--- config.mk ---
export PLATFORM = sky130hd
export DESIGN_NAME = ccd3_phase_seq
export DESIGN_NICKNAME = d
export VERILOG_FILES = /design/src/rtl/ccd3_phase_seq.sv
export SDC_FILE = /design/constraint.sdc
export NUM_CORES = 1
export LEC_CHECK = 0
export BUFFER_PORTS_ARGS = -buffer_cell sky130_fd_sc_hd__buf_2
export CORE_MARGIN = 3
export CORE_UTILIZATION = 40
export CTS_BUF_LIST = sky130_fd_sc_hd__clkbuf_8 sky130_fd_sc_hd__clkbuf_16
export CTS_CLUSTER_SIZE = 24
export DETAILED_ROUTE_END_ITERATION = 8
export PLACE_DENSITY = 0.73
export SLEW_MARGIN = 10
export SYNTH_ARGS = -nofsm -noshare
export SYNTH_HDL_FRONTEND = slang
export SYNTH_SLANG_ARGS = --single-unit
--- constraint.sdc ---
create_clock -name clk -period 2.3 [get_ports clk]
set_input_delay 0.115 -clock clk [delete_from_list [all_inputs] [get_ports clk]]
set_output_delay 0.115 -clock clk [all_outputs]
set_load 0.05 [all_outputs]
--- src/rtl/ccd3_phase_seq.sv ---
module ccd3_phase_seq #(
  parameter int CNT_W = 8
) (
  input  logic             clk,
  input  logic             rst,
  input  logic             step_en,
  input  logic             start,
  input  logic [CNT_W-1:0] pix_count,
  input  logic             reverse,
  output logic             ph1,
  output logic             ph2,
  output logic             ph3,
  output logic             busy,
  output logic             pix_done,
  output logic             seq_done
);
  localparam logic [2:0]       STEP_A = 3'd0;
  localparam logic [2:0]       STEP_F = 3'd5;
  localparam logic [CNT_W-1:0] ONE    = CNT_W'(1);

  logic [2:0]       step_q;
  logic [CNT_W-1:0] left_q;
  logic             rev_q;

  wire       adv    = busy & step_en;
  wire [2:0] step_n = rev_q ? ((step_q == STEP_A) ? STEP_F : step_q - 3'd1)
                            : ((step_q == STEP_F) ? STEP_A : step_q + 3'd1);
  wire       wrap   = adv & (step_n == STEP_A);
  wire       last   = (left_q == ONE);

  always_ff @(posedge clk) begin
    if (rst) begin
      step_q   <= STEP_A;
      left_q   <= '0;
      rev_q    <= 1'b0;
      busy     <= 1'b0;
      pix_done <= 1'b0;
      seq_done <= 1'b0;
    end else begin
      pix_done <= wrap;
      seq_done <= wrap & last;
      if (!busy && start && pix_count != '0) begin
        busy   <= 1'b1;
        left_q <= pix_count;
        rev_q  <= reverse;
      end else if (adv) begin
        step_q <= step_n;
        if (wrap) begin
          left_q <= left_q - ONE;
          if (last) busy <= 1'b0;
        end
      end
    end
  end

  always_comb begin
    case (step_q)
      3'd1:    {ph1, ph2, ph3} = 3'b010;
      3'd2:    {ph1, ph2, ph3} = 3'b011;
      3'd3:    {ph1, ph2, ph3} = 3'b001;
      3'd4:    {ph1, ph2, ph3} = 3'b101;
      3'd5:    {ph1, ph2, ph3} = 3'b100;
      default: {ph1, ph2, ph3} = 3'b110;
    endcase
  end
endmodule

# Word-level counts from Yosys, hierarchy flattened
# Cells that the tools add are included.
# op_classes
n_eq_ne	6
addsub	3
bitwise_logic	4
reduce_logical	15
mux	13
# ops
cell	n
$mux 8	3
$mux 3	3
$reduce_or 3->1	3
$eq 8x1->1 const B	1
$reduce_bool 8->1	1
$sub 8x1->8 const B	1
$mux 1	7
$eq 3x2->1 const B	2
$eq 3x3->1 const B	2
$logic_not 3->1	2
$reduce_bool 2->1	3
$reduce_and 2->1	2
$add 3x1->3 const B	1
$and 1x1->1	3
$eq 3x1->1 const B	1
$reduce_and 3->1	1
$sub 3x1->3 const B	1
$logic_and 1x1->1	2
$logic_not 1->1	1
$not 1->1	1
# word_totals
register_bits	15
in_bits	13
out_inout_bits	6

# Depth between registers and ports, before layout
# depth
ltp_word	8
ltp_mapped	9
ltp_nobuf	7

# Worst setup path before layout
# OpenSTA, ideal clock, no wires.
# synth_timing
path_type	register to register
start	register step_q[1]
end	register left_q[4]
t_required_ps	2209
setup_ps	91
arrival_time_ps	2215
setup_slack_ps	-6
stages_incl_launch_ff	9
path_cell_list	dfxtp_1 > clkbuf_1 > nor2_1 > ha_1 > nand2_1 > o211a_1 > o311a_4 > or4_1 > a311oi_1
# synth_via
elab_chain_cells	7
word_cells_on_any_way	11
classes_between	2 x add/sub; 1 x eq/ne; 3 x mux; 1 x bitwise; 4 x reduce/logical
# synth_lines
element	line	rtl
start, declared	21	logic [2:0] step_q;
start signal, assigned	47	step_q <= step_n;
$add 3x1->3 (tied with other cells)	27	: ((step_q == STEP_F) ? STEP_A : step_q + 3'd1);
$mux 3, on equally long branches	27, 26	
$mux 3 (*)	26	wire [2:0] step_n = rev_q ? ((step_q == STEP_A) ? STEP_F : step_q - 3'd1)
$logic_not 3->1 (*)	28	wire wrap = adv & (step_n == STEP_A);
$and 1x1->1 (*)	28	
$reduce_bool 2->1 (no source line) (*)	n/a	
$reduce_and 2->1 (no source line) (*)	n/a	
end signal, assigned	44	left_q <= pix_count;
end signal, assigned	49	left_q <= left_q - ONE;
end, declared	22	logic [CNT_W-1:0] left_q;
# Every way passes the cells marked *; elsewhere a longest branch is shown, timed or not.
# A chain may end at the register's enable or synchronous reset.

# Final worst setup path
# layout_timing
start	register step_q[2]
end	register left_q[4]
# The elaborated chain is that of the path after synthesis.

==> reports/qor.yml <==
diodes: 0
required_ns: 2.46
cap_violations: 0
crit_type: "flop to flop"
max-slew-margin-rel_pct: 64.4
first_pass_iters: 4
status: "finished clean"
fin_worst_skew_ns: 0.00475
pwr-share-seq_pct: 41.3
synth_fp_nets: 145
rsz0062_at_grt: "false"
async_reset_ff_share_pct: 0
syn_inst: 128
min_period_over_period_pct: 96.4
drc_errors: 0
report.final.setup_viol: 0
cts.hold.buffers_added: 0
synth.largest_area_cell: "dfxtp_1"
wl_per_cell_um: 13.3
hold_ws_ns: 0.108
p_clk_share_pct: 29.2
synthToLayoutAreaGrowth_pct: 18.4
nNetsFinal: 166
clock_latency_ns: 0.24
synth_cell_types: 31
maxSlewViolCount: 0
yosysSeqAreaShare_pct: 30.4
drive_gt1_share_pct: 20.9
hold_class: "input pin to flop"
postPlaceCellArea_um2: 1110
yosys_warnings: 0
fp.coreArea_um2: 2280
cts-root-buf: "clkbuf_8"
synth_area_um2: 988
avgSynthCellArea_um2: 7.72
fin_crit_ns: 2.22
final_core_util_pct: 51.4
clkSlewWorstSetupHoldPaths_ns: 0.07
synth-edff-count: 0
drt-initial-drc-count: 22
cp.arrival_ns: 2.38
grt_pass1_vias: 912
ys.flop_type: "dfxtp_1"
endpoint_kind: "flop"
vdd_drop_max_v: 0.000383
pwr_density_cell_nw_per_um2: 614
port-buffer-count: 18
cts_made_buffers: 3
p_sw_share_pct: 33.1
place_hpwl_um: 1720
p_total_uw: 718
power.switching_uw: 238
start_kind: "flop"
ys_seq_elements: 15
total_leakage_power_nw: 0.478
stdcell_area_um2: 1170
vias_per_cell: 5.76
overflow: 0
layout_commonest_cell: "buf_2"
tns_ns: 0
final_cell_mix: "18 x buf_2, 13 x dfxtp_1, 11 x nor2_1"
htreeDepth: 1
p_int_uw: 480
grt_start_max_net_pins: 24
row_count: 17
crit_fanout: 11
drtAntennaViolNets: 0
cts_tree: "done"
synth_area_leaders: "dfxtp_1 30%, or3_1 5.7%, ha_1 5.1%"
clock_sinks: 15
vias: 1014
grt_pass1_wl_um: 3990
drt_wl_total_um: 2340
cts_buffer_depth: 2
n_fill_cell: 209
max_freq_ghz: 0.451
die-area_um2: 3100
place.gp.congestion: 0.810
die_y_um: 55.7
p_comb_share_pct: 29.5
grt_use_total_pct: 15.2
num_io_pins: 19
yosysTopAreaCellShare_pct: 30.4
final-hold-violation-count: 0
die_x_um: 55.7
start_util_pct: 43.4
antenna_found_initial: 0
tightest_slew_ns: 0.534
==> timing repair <==
action | 4_1_cts | 5_1_grt
resized for setup | 1 | 1
endpoints found under the setup margin | 2 | 2
pin swaps | 0 | 1
buffers inserted | 0 | 2
==> registers in the layout, indices dropped and copies added, names as in the netlist <==
name / cells
busy: 1
step_q: 3
rev_q: 1
pix_done: 1
seq_done: 1
left_q: 8
==> power groups by stage <==
stage	Clock, mW	Combinational, mW	Sequential [mW]
2_1_floorplan	0	0.149	0.300
3_3_place_gp	0	0.195	0.300
3_5_place_dp	0	0.198	0.301
4_1_cts	0.210	0.198	0.295
5_1_grt	0.228	0.237	0.299
6_report	0.210	0.212	0.296
==> cells in the mapped netlist (all sizes together), types with 3 or more instances <==
cell type,count
a311oi,4
nor2,11
nor4,3
or4,5
clkbuf,5
nor3,3
dfxtp,15
o31ai,4
or3,9
inv,5
nand2,10
ha,4
nand3b,6
nor3b,3
a21oi,9
buf,3
nand3,5
o21ai,7
==> area by class of cell <==
cell class	instances	area, µm²	area share (%)
repair buffers	24	135	11.6
clock buffers	3	41.3	3.53
well taps	28	35.0	2.99
multi-input cells	100	633	54.1
inverters	5	18.8	1.60
flip-flops and latches	15	303	25.9
clock inverters	1	3.75	0.321
==> per-layer routing <==
metal  GRT usage, %  wire (µm)
met5              0          0
met4           3.13         12
met3           2.55        118
met2           24.3       1110
met1           21.4       1110
==> critical path: stages, from the launching register on <==
cell      delay [ns]
dfxtp_2         0.37
inv_2           0.07
ha_1            0.29
nand2_1         0.09
or3_1           0.36
o311a_4         0.19
or4_1           0.52
a311oi_1        0.24
==> stage by stage <==
stage	setup WS [ns]	std cells
6_report	0.0838	176
4_1_cts	0.0421	174
3_3_place_gp	0.101	170
5_1_grt	0.0105	176
2_1_floorplan	0.0549	128
3_5_place_dp	-0.0206	170
==> path summary, 6_finish.rpt <==
| check | from | end | slack (ns) | cells past startpoint |
|---|---|---|---|---|
| worst min register to register | step_q[2] | step_q[2] | 0.50 | 2 |
| worst min-delay path | reverse | rev_q | 0.11 | 3 |
| worst max-delay path | step_q[2] | left_q[4] | 0.08 | 7 |
| worst max register to register | step_q[2] | left_q[4] | 0.08 | 7 |
==> cells by family after synthesis <==
kind of cell               after synthesis  synth area share [%]
and+or+nand+nor                         64                  36.5
xor gates and xnor gates                 1                 0.886
adders and majority gates                4                  5.06
AOI/OAI and AO/OA                       31                  21.6
DFF                                     15                  30.4
buffers and inverters                   13                  5.57
Power figures use the tool's default switching activity.
